### src/rtl/hdlc_tx_pkg.sv
package hdlc_tx_pkg;

  localparam int OCTET_W = 8;
  localparam logic [OCTET_W-1:0] FLAG_OCTET = 8'h7E;

  typedef enum logic [2:0] {
    PH_IDLE,
    PH_OPEN,
    PH_BODY,
    PH_FCS,
    PH_CLOSE,
    PH_ABORT
  } tx_phase_e;

endpackage

### src/rtl/hdlc_tx_crc.sv
// Bit-serial CRC, reflected form (LSB-first line order).
module hdlc_tx_crc #(
  parameter int             CRC_W  = 16,
  parameter logic [CRC_W-1:0] POLY_R = 16'h8408,
  parameter logic [CRC_W-1:0] PRESET = 16'hFFFF
) (
  input  logic       clk,
  input  logic       rst_n,
  input  logic       en,
  input  logic       init,
  input  logic       shift,
  input  logic       bit_in,
  output logic [7:0] fcs_lo_nx,   // complemented low byte including bit_in
  output logic [7:0] fcs_hi       // complemented high byte of held value
);

  logic [CRC_W-1:0] crc_q, crc_nx;
  logic             fb;

  always_comb begin
    fb     = crc_q[0] ^ bit_in;
    crc_nx = (crc_q >> 1) ^ (fb ? POLY_R : '0);
  end

  always_ff @(posedge clk or negedge rst_n) begin
    if (!rst_n) begin
      crc_q <= PRESET;
    end else if (en) begin
      if (init)       crc_q <= PRESET;
      else if (shift) crc_q <= crc_nx;
    end
  end

  assign fcs_lo_nx = ~crc_nx[7:0];
  assign fcs_hi    = ~crc_q[15:8];

endmodule

### src/rtl/hdlc_tx_ones_run.sv
// Counts consecutive payload ones; flags when a stuffed zero is due.
module hdlc_tx_ones_run #(
  parameter int RUN = 5
) (
  input  logic clk,
  input  logic rst_n,
  input  logic en,
  input  logic clr,
  input  logic bit_v,
  input  logic bit_in,
  output logic stuff_due
);

  localparam int RW = $clog2(RUN + 1);

  logic [RW-1:0] run_q, run_d;

  always_comb begin
    run_d = run_q;
    if (clr)        run_d = '0;
    else if (bit_v) run_d = bit_in ? run_q + RW'(1) : '0;
  end

  always_ff @(posedge clk or negedge rst_n) begin
    if (!rst_n)  run_q <= '0;
    else if (en) run_q <= run_d;
  end

  assign stuff_due = (run_q == RW'(RUN));

endmodule

### src/rtl/hdlc_tx_holdreg.sv
// One-byte holding register between back end and shifter.
module hdlc_tx_holdreg #(
  parameter int W = 8
) (
  input  logic         clk,
  input  logic         rst_n,
  input  logic         wr,
  input  logic         take,
  input  logic         flush,
  input  logic [W-1:0] din,
  output logic [W-1:0] dout,
  output logic         full
);

  logic         full_d;
  logic [W-1:0] data_d;

  always_comb begin
    full_d = full;
    data_d = dout;
    if (flush) begin
      full_d = 1'b0;
    end else if (wr) begin
      full_d = 1'b1;
      data_d = din;
    end else if (take) begin
      full_d = 1'b0;
    end
  end

  always_ff @(posedge clk or negedge rst_n) begin
    if (!rst_n) begin
      full <= 1'b0;
      dout <= '0;
    end else begin
      full <= full_d;
      dout <= data_d;
    end
  end

endmodule

### src/rtl/hdlc_frame_tx.sv
module hdlc_frame_tx
  import hdlc_tx_pkg::*;
#(
  parameter int          ABORT_LEN  = 7,
  parameter int          STUFF_RUN  = 5,
  parameter logic [15:0] CRC_POLY_R = 16'h8408,
  parameter logic [15:0] CRC_PRESET = 16'hFFFF
) (
  input  logic         clk_tx,
  input  logic         rst_n,
  input  logic         tx_en,
  input  logic         frame_valid,
  input  logic         byte_wr,
  input  logic [7:0]   byte_in,
  input  logic         abort_req,
  output logic         ready,
  output logic         abort_flag,
  output logic         line_out
);

  localparam int SPAN  = (ABORT_LEN > OCTET_W) ? ABORT_LEN : OCTET_W;
  localparam int CNT_W = $clog2(SPAN);

  tx_phase_e          ph_q, ph_d;
  logic [CNT_W-1:0]   cnt_q, cnt_d;
  logic [OCTET_W-1:0] sh_q, sh_d;
  logic               fcs_hi_q, fcs_hi_d;
  logic               abt_q, abt_d;
  logic               line_q, line_d;

  logic               take, flush, go_abort, last_bit;
  logic               crc_init, crc_shift;
  logic               run_clr, run_bit, stuff_due;
  logic               hold_full;
  logic [OCTET_W-1:0] hold_byte;
  logic [7:0]         fcs_lo_nx, fcs_hi;

  assign ready = frame_valid && !hold_full && !abt_q &&
                 (ph_q == PH_OPEN || ph_q == PH_BODY);

  hdlc_tx_holdreg #(.W(OCTET_W)) u_hold (
    .clk   (clk_tx),
    .rst_n (rst_n),
    .wr    (byte_wr && ready),
    .take  (take && tx_en),
    .flush (flush && tx_en),
    .din   (byte_in),
    .dout  (hold_byte),
    .full  (hold_full)
  );

  hdlc_tx_crc #(.CRC_W(16), .POLY_R(CRC_POLY_R), .PRESET(CRC_PRESET)) u_crc (
    .clk       (clk_tx),
    .rst_n     (rst_n),
    .en        (tx_en),
    .init      (crc_init),
    .shift     (crc_shift),
    .bit_in    (sh_q[0]),
    .fcs_lo_nx (fcs_lo_nx),
    .fcs_hi    (fcs_hi)
  );

  hdlc_tx_ones_run #(.RUN(STUFF_RUN)) u_run (
    .clk       (clk_tx),
    .rst_n     (rst_n),
    .en        (tx_en),
    .clr       (run_clr),
    .bit_v     (run_bit),
    .bit_in    (sh_q[0]),
    .stuff_due (stuff_due)
  );

  // Next-state logic: one line bit per enabled clock.
  always_comb begin
    ph_d      = ph_q;
    cnt_d     = cnt_q;
    sh_d      = sh_q;
    fcs_hi_d  = fcs_hi_q;
    line_d    = 1'b1;
    abt_d     = frame_valid ? abt_q : 1'b0;
    take      = 1'b0;
    flush     = 1'b0;
    go_abort  = 1'b0;
    crc_init  = 1'b0;
    crc_shift = 1'b0;
    run_clr   = 1'b0;
    run_bit   = 1'b0;
    last_bit  = (cnt_q == CNT_W'(OCTET_W - 1));

    case (ph_q)
      PH_IDLE: begin
        run_clr = 1'b1;
        if (frame_valid && !abt_q) begin
          ph_d  = PH_OPEN;
          cnt_d = '0;
        end
      end
      PH_OPEN: begin
        run_clr = 1'b1;
        line_d  = FLAG_OCTET[cnt_q[2:0]];
        cnt_d   = cnt_q + CNT_W'(1);
        if (last_bit) begin
          cnt_d = '0;
          if (hold_full) begin
            take     = 1'b1;
            sh_d     = hold_byte;
            crc_init = 1'b1;
            ph_d     = PH_BODY;
          end else if (frame_valid) begin
            go_abort = 1'b1;
          end else begin
            ph_d = PH_IDLE;
          end
        end
      end
      PH_BODY: begin
        if (stuff_due) begin
          line_d  = 1'b0;
          run_clr = 1'b1;
        end else begin
          line_d    = sh_q[0];
          sh_d      = {1'b0, sh_q[OCTET_W-1:1]};
          run_bit   = 1'b1;
          crc_shift = 1'b1;
          cnt_d     = cnt_q + CNT_W'(1);
          if (last_bit) begin
            cnt_d = '0;
            if (hold_full) begin
              take = 1'b1;
              sh_d = hold_byte;
            end else if (frame_valid) begin
              go_abort = 1'b1;
            end else begin
              ph_d     = PH_FCS;
              sh_d     = fcs_lo_nx;
              fcs_hi_d = 1'b0;
            end
          end
        end
      end
      PH_FCS: begin
        if (stuff_due) begin
          line_d  = 1'b0;
          run_clr = 1'b1;
        end else begin
          line_d  = sh_q[0];
          sh_d    = {1'b0, sh_q[OCTET_W-1:1]};
          run_bit = 1'b1;
          cnt_d   = cnt_q + CNT_W'(1);
          if (last_bit) begin
            cnt_d = '0;
            if (!fcs_hi_q) begin
              sh_d     = fcs_hi;
              fcs_hi_d = 1'b1;
            end else begin
              ph_d = PH_CLOSE;
            end
          end
        end
      end
      PH_CLOSE: begin
        run_clr = 1'b1;
        if (stuff_due) begin
          line_d = 1'b0;
        end else begin
          line_d = FLAG_OCTET[cnt_q[2:0]];
          cnt_d  = cnt_q + CNT_W'(1);
          if (last_bit) begin
            cnt_d = '0;
            ph_d  = PH_IDLE;
          end
        end
      end
      PH_ABORT: begin
        run_clr = 1'b1;
        cnt_d   = cnt_q + CNT_W'(1);
        if (cnt_q == CNT_W'(ABORT_LEN - 1)) begin
          cnt_d = '0;
          ph_d  = PH_IDLE;
        end
      end
      default: ph_d = PH_IDLE;
    endcase

    if (abort_req && (ph_q == PH_OPEN || ph_q == PH_BODY ||
                      ph_q == PH_FCS  || ph_q == PH_CLOSE))
      go_abort = 1'b1;

    if (go_abort) begin
      ph_d      = PH_ABORT;
      cnt_d     = '0;
      line_d    = 1'b1;
      abt_d     = 1'b1;
      flush     = 1'b1;
      take      = 1'b0;
      run_clr   = 1'b1;
      run_bit   = 1'b0;
      crc_shift = 1'b0;
    end
  end

  // State registers, advanced only on enabled clocks.
  always_ff @(posedge clk_tx or negedge rst_n) begin
    if (!rst_n) begin
      ph_q     <= PH_IDLE;
      cnt_q    <= '0;
      sh_q     <= '0;
      fcs_hi_q <= 1'b0;
      abt_q    <= 1'b0;
      line_q   <= 1'b1;
    end else if (tx_en) begin
      ph_q     <= ph_d;
      cnt_q    <= cnt_d;
      sh_q     <= sh_d;
      fcs_hi_q <= fcs_hi_d;
      abt_q    <= abt_d;
      line_q   <= line_d;
    end
  end

  assign abort_flag = abt_q;
  assign line_out   = line_q;

endmodule

### config.mk
export PLATFORM = sky130hd
export DESIGN_NAME = hdlc_frame_tx
export DESIGN_NICKNAME = d
export VERILOG_FILES = /design/src/rtl/hdlc_tx_pkg.sv /design/src/rtl/hdlc_tx_crc.sv /design/src/rtl/hdlc_tx_ones_run.sv /design/src/rtl/hdlc_tx_holdreg.sv /design/src/rtl/hdlc_frame_tx.sv
export SDC_FILE = /design/constraint.sdc
export NUM_CORES = 1
export LEC_CHECK = 0
export BUFFER_PORTS_ARGS = -buffer_cell sky130_fd_sc_hd__buf_2
export CORE_MARGIN = 4
export CORE_UTILIZATION = 55
export CTS_CLUSTER_SIZE = 24
export DETAILED_ROUTE_END_ITERATION = 7
export MAX_ROUTING_LAYER = met4
export PLACE_DENSITY = 0.73
export SYNTH_ARGS = -nofsm -noshare
export SYNTH_HDL_FRONTEND = slang
export SYNTH_HIERARCHICAL = 1
export SYNTH_SLANG_ARGS = --single-unit
### constraint.sdc
create_clock -name clk_tx -period 2.2 [get_ports clk_tx]
set_input_delay 0.11 -clock clk_tx [delete_from_list [all_inputs] [get_ports clk_tx]]
set_output_delay 0.11 -clock clk_tx [all_outputs]
set_load 0.02 [all_outputs]
# Yosys cells after proc, flatten, opt, wreduce, memory -nomap -nowiden
# Memories as Yosys holds them, arrays and structs flattened.
# Cells that the tools add are included.
# op_classes
n_addsub,2
n_mul,0
div_mod_pow,0
order_cmp,1
eq_ne,31
shifts,0
n_mux,75
n_bitwise,5
reduce_logical,31
# ops
operator,count
8-bit two-way mux,9
3-bit two-way mux,23
16-bit two-way mux,3
3-bit != test (second input constant),13
1-bit two-way mux,32
8-bit case mux with 3 select lines,1
3-bit case mux with 6 select lines,1
8-bit inverter,2
15-bit by 16-bit XOR with 16-bit output,1
3-bit == test (second input constant),5
2-bit != test (second input constant),7
14-bit AND reduction,1
3-bit case mux with 4 select lines,1
1-bit logical AND,8
1-bit case mux with 2 select lines,4
2-bit AND reduction,4
8-bit AND reduction,1
3-bit by 1-bit adder with 3-bit output (second input constant),2
3-bit by 2-bit == test with 1-bit output (second input constant),2
6-bit AND reduction,1
2-bit nonzero test,3
3-bit nonzero test,2
5-bit nonzero test,1
3-bit by 4-bit < comparator with 1-bit output (second input constant),1
13 further kinds,17
# word_totals
regBits,45
latchBits,0
ramBits,0
mem_bits_ro,8
inputBits,14
output_inout_bits,3
wordCells,156
mem_count,1
# mem_list
name,depth,word_bits,rd,rd_clocked_by_memory_dff,write_ports,line_no,source
(no name shown),8,1,1,0,0,hdlc_frame_tx.sv:166,line_d = FLAG_OCTET[cnt_q[2:0]];

# Depth between registers and ports, before layout
# Gate-level depths: netlist of the first run.
# depth
word_depth,11
depth_mapped,13

# By module
# The synthesis of the first run kept the hierarchy.
# modules_own_cells
mod,n_inst,cells_each,area_each_um2
hdlc_frame_tx,1,191,1570.3
hdlc_tx_crc,1,88,767.0
hdlc_tx_holdreg,1,22,385.4
hdlc_tx_ones_run,1,19,196.4

# Worst setup path before layout of the first run
# OpenSTA, ideal clock, no wires.
# synth_path
path_kind,register to register
from,reg ph_q[0]
to,reg u_hold.dout[0]
setup_time_ns,0.125
t_arrival_ns,2.719
path_slack_ns,-0.645
path_stages_with_launch,8
cell_sequence,dfrtp_1 > buf_6 > nand2b_1 > a2111oi_0 > and2_1 > nor2b_4 > buf_6 > mux2_4
# synth_between
word_cells_on_any_way,16
cone_classes,eq/ne: 4; mux: 3; bitwise: 1; reduce/logical: 8
# synth_rtl
item,line_no,source
"start, declared",hdlc_frame_tx.sv:24,"tx_phase_e ph_q, ph_d;"
"start signal, assigned",hdlc_frame_tx.sv:212,ph_q <= ph_d;
3-bit by 1-bit == test with 1-bit output or 3-bit by 2-bit == test with 1-bit output (tied branches),hdlc_frame_tx.sv:39,(ph_q == PH_OPEN || ph_q == PH_BODY);
1-bit logical OR *,hdlc_frame_tx.sv:39,
1-bit logical AND *,hdlc_frame_tx.sv:38,assign ready = frame_valid && !hold_full && !abt_q &&
named net ready,hdlc_frame_tx.sv:16,"output logic ready,"
1-bit logical AND *,hdlc_frame_tx.sv:44,".wr (byte_wr && ready),"
2-bit AND reduction (no line) *,n/a,
"end signal, assigned",hdlc_tx_holdreg.sv:37,dout <= data_d;
"end, declared",hdlc_tx_holdreg.sv:11,"output logic [W-1:0] dout,"
# Mark *: on every way through the listed nets, which the timed path passes. The rest lies on a longest branch.
# A chain may end at the register's enable or synchronous reset.

# Final worst setup path of the first run
# layout_path
from,reg cnt_q[1]
to,reg ph_q[0]
# layout_between
elab_chain_len,7
word_cells_on_any_way,21
cone_classes,eq/ne: 15; mux: 5; reduce/logical: 1
# layout_lines
item,line_no,source
"start, declared",hdlc_frame_tx.sv:25,"logic [CNT_W-1:0] cnt_q, cnt_d;"
"start signal, assigned",hdlc_frame_tx.sv:213,cnt_q <= cnt_d;
3-bit == test,hdlc_frame_tx.sv:88,last_bit = (cnt_q == CNT_W'(OCTET_W - 1));
1-bit two-way mux,hdlc_frame_tx.sv:126,if (last_bit) begin
1-bit two-way mux,hdlc_frame_tx.sv:117,if (stuff_due) begin
1-bit case mux with 2 select lines,hdlc_frame_tx.sv:90,case (ph_q)
1-bit two-way mux,hdlc_frame_tx.sv:185,if (abort_req && (ph_q == PH_OPEN || ph_q == PH_BODY ||
4-bit by 3-bit != test with 1-bit output (no line) or 3-bit != test (tied branches),n/a,
14-bit AND reduction (no line),n/a,
# Parallel ways exist; a longest one is shown, timed or not.

==> results.txt, run 1 <==
----------------------------------------------------
[Outcome]
  Outcome ... finished clean

[Hold path]
  Class of the most critical hold timing path ... in2reg
  Worst Hold Depth ... 2

[Critical path]
  Data arrival time of the worst path ... 2360 ps
  Endpoint type of the worst setup path ... flop
  Startpoint kind of the worst setup timing path ... flop
  Max Fanout on Critical Path ... 13
  Required time of the critical path ... 2400 ps
  Type of the setup path with the least slack ... reg2reg
  Worst reg2reg path depth ... 8

[Timing]
  Final Hold Fails ... 0
  Worst clock skew on the final layout ... 11.9 ps
  Total count of max-transition violations in the final report ... 0
  Final setup violating endpoints ... 0
  Max Freq ... between 400 and 500 MHz
  Post-route clock period utilization ... 0.980
  Worst-case headroom to the max-slew limit ... 0.408
  Tmin final ... 2160 ps
  Slew at the pin with the worst max-slew slack ... 888 ps
  Slack of the critical path ... 43.0 ps

[Place]
  Quantity of I/O buffers inserted on ports ... 16
  Last weighted congestion value of the routability-driven placer ... 0.922
  Post-detailed-placement half-perimeter wirelength ... 5090 um
  Pre-CTS worst setup slack ... -136 ps

[Pwr]
  Proportion of total power due to net switching ... 0.402
  Clock network fraction of total power ... 0.147
  Portion of total power attributed to sequential cells ... 0.367
  Leakage power ... 1.53 nW
  Total chip power ... 0.00448 W
  VDD IR max ... 0.752 mV
  Power density over the cells ... 1310 nW/um2
  Gate power share ... 0.485
  Net switching power ... 0.00180 W
  Internal power component ... roughly 0.0027 W

[Finish]
  Final-stage net count ... 375
  Core occupancy in the finished layout ... 0.667
  Area growth, synth to finish ... 17.5%
  Antenna diode count ... 0
  Number of fillers in the final layout ... about 430
  Fraction of final layout cells with drive strength greater than 1 ... 0.321

[Global routing]
  Met2 Track Usage GR ... 0.383
  Maximum number of pins on one net before global-route repair ... 39
  Busiest grt layer ... met2
  Met3 global-route usage ... 0.0388
  Met1 GRT Util ... 0.300
  Number of global-route vias before repair ... 2369
  Global Route Usage Sum ... 0.236
  Antenna violations before repair ... 0
  Aggregate global routing overflow ... 0
  First-pass GRT wire length ... approximately 12000 um

[Yosys]
  Gate Count Post-Synth ... 320
  Library cells used by synthesis ... 60
  Sequential share of the synthesized area ... 0.393
  Yosys warning total ... 6
  Fraction of synthesis flops using an asynchronous set or reset pin ... 1.00
  Post-synthesis sequential element count ... 45
  Average footprint of a synthesized cell ... 9.12 um2
  Area of the mapped netlist ... between 2000 and 3000 um2
  Count of flip-flops with a built-in enable after synthesis ... 0
  Syn Nets ... 341
  Synth Flop Type ... sky130_fd_sc_hd__dfrtp_1
  Top cells by instance count after synthesis ... sky130_fd_sc_hd__inv_1 (29), sky130_fd_sc_hd__dfrtp_1 (28), sky130_fd_sc_hd__nor2_1 (28), sky130_fd_sc_hd__o21ai_0 (28), sky130_fd_sc_hd__nand2_1 (22)
  Cell with the most instances after synthesis ... sky130_fd_sc_hd__inv_1
  Top cell type by total area after synthesis ... sky130_fd_sc_hd__dfrtp_1
  Area contributors post-synth ... sky130_fd_sc_hd__dfrtp_1 (24%), sky130_fd_sc_hd__dfstp_2 (15%), sky130_fd_sc_hd__o21ai_0 (4.8%), sky130_fd_sc_hd__mux2_4 (4.6%), sky130_fd_sc_hd__inv_1 (3.7%)
  Proportion of netlist area held by the largest area contributor ... 0.240

[Drt]
  Remaining design rule violation count ... 0
  Post-detailed-route via-to-cell ratio ... 5.98
  Total via count in the routed design ... around 2500
  Final antenna-violating net count ... 0
  Average wire length per cell after detail routing ... between 15 and 20 um
  Iteration-0 DRC count of the detailed router ... 229
  Router iterations before antenna repair ... 5
  Drt total wl ... 7370 um

[Clock network]
  Worst-case clock buffer depth ... 2
  CTS clk-pin slew, worst paths ... 90 ps
  Number of levels in the clock H-tree ... 2
  Count of clock tree sinks ... 45
  Number of buffers created by CTS ... 5
  Clock tree from TritonCTS ... yes
  Clock root buffer ... sky130_fd_sc_hd__clkbuf_8
  Clock latency reported for the late side of the worst-skew pair ... 300 ps

[Floorplanning]
  Die footprint ... 6540 um2
  Die outline width ... 80.9 um
  Num rows ... 26
  Floorplan Core Area ... approximately 5100 um2
  I/O pin count ... 17
  Starting Density ... 0.568
  Die H ... 80.9 um

[Run]
  Max-cap viol count ... 0

----------------------------------------------------
[cell families (layout without fill, tap and decap cells)]
kind of cell	count (synthesis)	count (layout)	synth area share
buf+inv	54	88	0.0913
xor+xnor	5	5	0.0176
simple gates	90	90	0.156
flops	45	45	0.393
fa+ha+maj	7	7	0.0300
mux	18	18	0.0784
compound gates	101	102	0.233
[power groups by stage]
stage	Combinational, W	Clock [W]	Sequential [W]
after floorplan	0.00156	0	0.00157
after global placement	0.00201	0	0.00164
after detailed placement	0.00206	0	0.00166
after CTS	0.00209	0.000663	0.00164
after global routing	0.00237	0.000702	0.00170
final	0.00218	0.000661	0.00165
[layer usage]
| metal | wire length (um) | vias to the layer above | part of all wire |
|---|---|---|---|
| met5 | 0 | - | 0 |
| met3 | 402 | 22 | 0.055 |
| met4 | 191 | 0 | 0.026 |
| li1 | - | 1194 | - |
| met1 | 3150 | 1242 | 0.43 |
| met2 | 3620 | 84 | 0.49 |
[cell usage in the layout, fill, tap and decap left out, drive strengths merged, types with 4 or more instances in the layout]
cell,instances
buf,49
o21ai,31
inv,30
nor2,29
dfrtp,28
nand2,22
a21oi,18
dfstp,17
a22oi,13
nand2b,12
mux2,12
o22ai,8
ha,7
clkbuf,7
nor3,7
mux2i,6
a221oi,5
xnor2,4
nor4,4
and2,4
nor2b,4
[critical path, cell delays in order (launching register included)]
cell	delay (ps)
sky130_fd_sc_hd__dfrtp_1	360
sky130_fd_sc_hd__ha_1	180
sky130_fd_sc_hd__ha_2	210
sky130_fd_sc_hd__buf_6	160
sky130_fd_sc_hd__nor2b_2	170
sky130_fd_sc_hd__o32ai_2	100
sky130_fd_sc_hd__nor4_2	310
sky130_fd_sc_hd__o21a_1	240
sky130_fd_sc_hd__mux2_4	310
[registers in the layout, summed over array words and instances (netlist names), 3 cells and up]
name,count
cnt_q,3
ph_q,3
sh_q,8
u_crc/crc_q,16
u_hold/dout,8
u_run/run_q,3
[timing repair]
action | CTS | global route
hold buffers | 1 | 0
hold endpoints to repair | 28 | 0
pin swaps | 0 | 5
cloned | 0 | 1
resized for setup | 2 | 15
endpoints found under the setup margin | 23 | 20
buffers inserted | 1 | 3
[worst paths after layout]
check	slack (ps)	to	from
hold / removal	30	u_hold/dout[5]	byte_in[5]
min in group asynchronous	450	cnt_q[0]	rst_n
setup / recovery	40	ph_q[0]	cnt_q[1]
hold reg to reg	490	line_out	line_out
setup reg to reg	40	ph_q[0]	cnt_q[1]
max in group asynchronous	1010	u_crc/crc_q[5]	rst_n
[metrics by stage]
step | hold slack, ps | setup TNS, ps | std cells | cell area, um2
after floorplan | -186 | 0 | 320 | 2960
after global placement | 262 | -9.80 | 411 | 3190
after detailed placement | 272 | -1570 | 411 | 3190
after CTS | 26.8 | 0 | 421 | 3350
after global routing | 22.9 | -90.7 | 425 | 3430
final | 27.1 | 0 | 425 | 3430
[layout make-up]
type	instances	area (um2)	area share
clock buffers	7	86.3	0.0252
clock inverters	1	30.0	0.00876
inverters	30	113	0.0328
multi-input cells	222	1610	0.470
flip-flops and latches	45	1150	0.335
well taps	70	87.6	0.0255
repair buffers	50	354	0.103
Note: power is estimated with default switching activity, not from simulation.
==> run 2: changes to the inputs <==
GPL_TIMING_DRIVEN = 0   (was default)
==> run 2 against run 1 <==
Effect of this change:
- the flow now finishes with violations (hold timing)
- sequential share of layout area down 0.62 points
- power decreased by 0.70%
- non-clock buffer count grew 6
- critical path type unchanged
- critical endpoint is now u_crc/crc_q[4]
==> results.txt, run 2 (synthesis gave the netlist of run 1 again) <==
----------------------------------------------------
[Hold path]
  Class of the most critical hold timing path ... in2async

[Timing]
  Slack of the critical path ... slightly below 50 ps
  Final Hold Fails ... 24
  RSZ-0062 raised after global routing ... true
  Post-route clock period utilization ... 0.977
  Final setup violating endpoints ... 0
  Tmin final ... 2150 ps
  Final hold slack ... -26.3 ps
  Total count of max-transition violations in the final report ... 0
  Worst clock skew on the final layout ... around 14 ps
  Max Freq ... about 470 MHz
  Worst-case headroom to the max-slew limit ... 0.323
  Total negative setup slack ... 0 ps
  Slew at the pin with the worst max-slew slack ... 1020 ps

[Drt]
  Remaining design rule violation count ... 0
  Post-detailed-route via-to-cell ratio ... 6.17
  Drt total wl ... roughly 7600 um
  Final antenna-violating net count ... 0
  Total via count in the routed design ... 2651
  Router iterations before antenna repair ... 5
  Average wire length per cell after detail routing ... 17.7 um
  Iteration-0 DRC count of the detailed router ... about 260

[Finish]
  Most frequent cells in the layout ... sky130_fd_sc_hd__inv_1 (28), sky130_fd_sc_hd__nor2_1 (28), sky130_fd_sc_hd__dfrtp_1 (28)
  Register ranked first by flip-flop count ... u_crc/crc_q
  Number of flip-flops under the largest register name ... 16
  Fraction of final layout cells with drive strength greater than 1 ... 0.367
  Post-Layout Cell Count ... 430
  Antenna diode count ... 0
  Core occupancy in the finished layout ... 0.680
  Final-stage net count ... 380
  Largest registers ... u_crc/crc_q: 16 flops, sh_q: 8 flops, u_hold/dout: 8 flops
  Area growth, synth to finish ... 19.7%
  Number of fillers in the final layout ... 429

[Clock network]
  Number of buffers created by CTS ... 5
  Clock root buffer ... sky130_fd_sc_hd__clkbuf_8
  Count of clock tree sinks ... 45
  Number of buffers inserted for hold repair after clock tree synthesis ... 0
  CTS clk-pin slew, worst paths ... approximately 80 ps
  Clock tree from TritonCTS ... yes
  Clock latency reported for the late side of the worst-skew pair ... around 300 ps
  Number of levels in the clock H-tree ... 2
  Worst-case clock buffer depth ... 2

[Global routing]
  Antenna violations before repair ... 0
  Maximum number of pins on one net before global-route repair ... 46
  First-pass GRT wire length ... 12800 um
  Aggregate global routing overflow ... 0
  Global Route Usage Sum ... 0.258
  Number of global-route vias before repair ... about 2600

[Critical path]
  Cell type of the slowest stage on the worst timing path ... sky130_fd_sc_hd__dfrtp_1
  Peak per-stage delay on the critical path ... 400 ps
  Ordered cell list for the critical path ... ha_2 -> ha_4 -> buf_6 -> a32o_2 -> buf_8 -> nor4_4 -> o21ai_2 -> buf_6 -> buf_6 -> nand2_1 -> o21ai_1
  Startpoint kind of the worst setup timing path ... flop
  Destination of the worst register-to-register timing path ... u_crc/crc_q[4]
  Endpoint type of the worst setup path ... flop
  Launch instance of the worst register-to-register path ... cnt_q[0]
  Slack of the worst reg-to-reg path ... 50 ps
  CP dominant cell by count ... sky130_fd_sc_hd__buf_6
  Worst reg2reg path depth ... 11
  Max Fanout on Critical Path ... 6
  Data arrival time of the worst path ... 2380 ps
  Required time of the critical path ... 2430 ps
  Type of the setup path with the least slack ... reg2reg

[Outcome]
  Violations in the final reports ... hold timing
  Outcome ... finished, violations left

[Place]
  Pre-CTS worst setup slack ... -253 ps
  Post-detailed-placement half-perimeter wirelength ... 5070 um
  Quantity of I/O buffers inserted on ports ... 16
  Last weighted congestion value of the routability-driven placer ... 0.943
  Total placed cells including tap cells ... 406

[Pwr]
  VDD IR max ... 0.650 mV
  Leakage power ... 1.54 nW
  Power density over the cells ... around 1300 nW/um2
  Total chip power ... ~0.0045 W

[Floorplanning]
  Starting Density ... 0.568
  I/O pin count ... 17
  Num rows ... 26
  Die outline width ... 80.9 um
  Floorplan Core Area ... about 5000 um2
  Die H ... 80.9 um
  Die footprint ... between 6000 and 7000 um2

[Run]
  Max-cap viol count ... 0

----------------------------------------------------
[run 2: worst max-delay path: cells and delay by family (launching register included)]
family / cells / cell delay [ps]
simple gates: 2 / 340
compound gates: 3 / 430
buf+inv: 4 / 540
fa+ha+maj: 2 / 380
flops: 1 / 400
[run 2: cell type report]
| class | instances | area, um2 | share of cell area |
|---|---|---|---|
| flip-flops and latches | 45 | 1150 | 0.328 |
| well taps | 70 | 87.6 | 0.0251 |
| repair buffers | 35 | 228 | 0.0652 |
| multi-input cells | 221 | 1660 | 0.476 |
| plain buffers | 21 | 169 | 0.0483 |
| inverters | 30 | 116 | 0.0333 |
| clock inverters | 1 | 7.51 | 0.00215 |
| clock buffers | 7 | 76.3 | 0.0218 |
[run 2: stage by stage]
stage | area (um2) | hold WS, ps
2_1_floorplan | 2960 | -186
3_3_place_gp | 3130 | 338
3_5_place_dp | 3130 | 345
4_1_cts | 3390 | 19.7
5_1_grt | 3490 | 35.3
6_report | 3490 | -26.3
[run 2: worst max path at each step]
| stage | from | to | slack (ps) |
|---|---|---|---|
| 2_1_floorplan | u_run/run_q[1] | u_run/run_q[2] | 20 |
| 3_3_place_gp | u_run/run_q[1] | u_crc/crc_q[15] | -220 |
| 3_5_place_dp | u_run/run_q[1] | u_crc/crc_q[4] | -250 |
| 4_1_cts | cnt_q[0] | u_crc/crc_q[2] | 0.8 |
| 5_1_grt | cnt_q[0] | sh_q[1] | -40 |
| 6_report | cnt_q[0] | u_crc/crc_q[4] | 50 |
[run 2: timing repair]
item	in CTS	in global routing
endpoints found under the setup margin	35	36
gates resized for setup	17	46
setup buffers	15	2
gates cloned	2	0
endpoints found under the hold margin	0	0
pin swaps	6	11
[run 2: per-layer routing]
layer	share of wire	vias to the layer above	GRT usage
met4	0.018	0	0.0828
met3	0.058	16	0.0333
met1	0.42	1303	0.342
li1	-	1201	-
met2	0.50	131	0.412
met5	0	-	-
[run 2: report_power, final]
part | total [W] | internal (W) | leakage (nW) | switching [W]
clock | 0.000508 | 0.000225 | 0.0385 | 0.000283
sequential | 0.00168 | 0.00129 | 0.531 | 0.000393
combinational | 0.00226 | 0.00105 | 0.975 | 0.00121
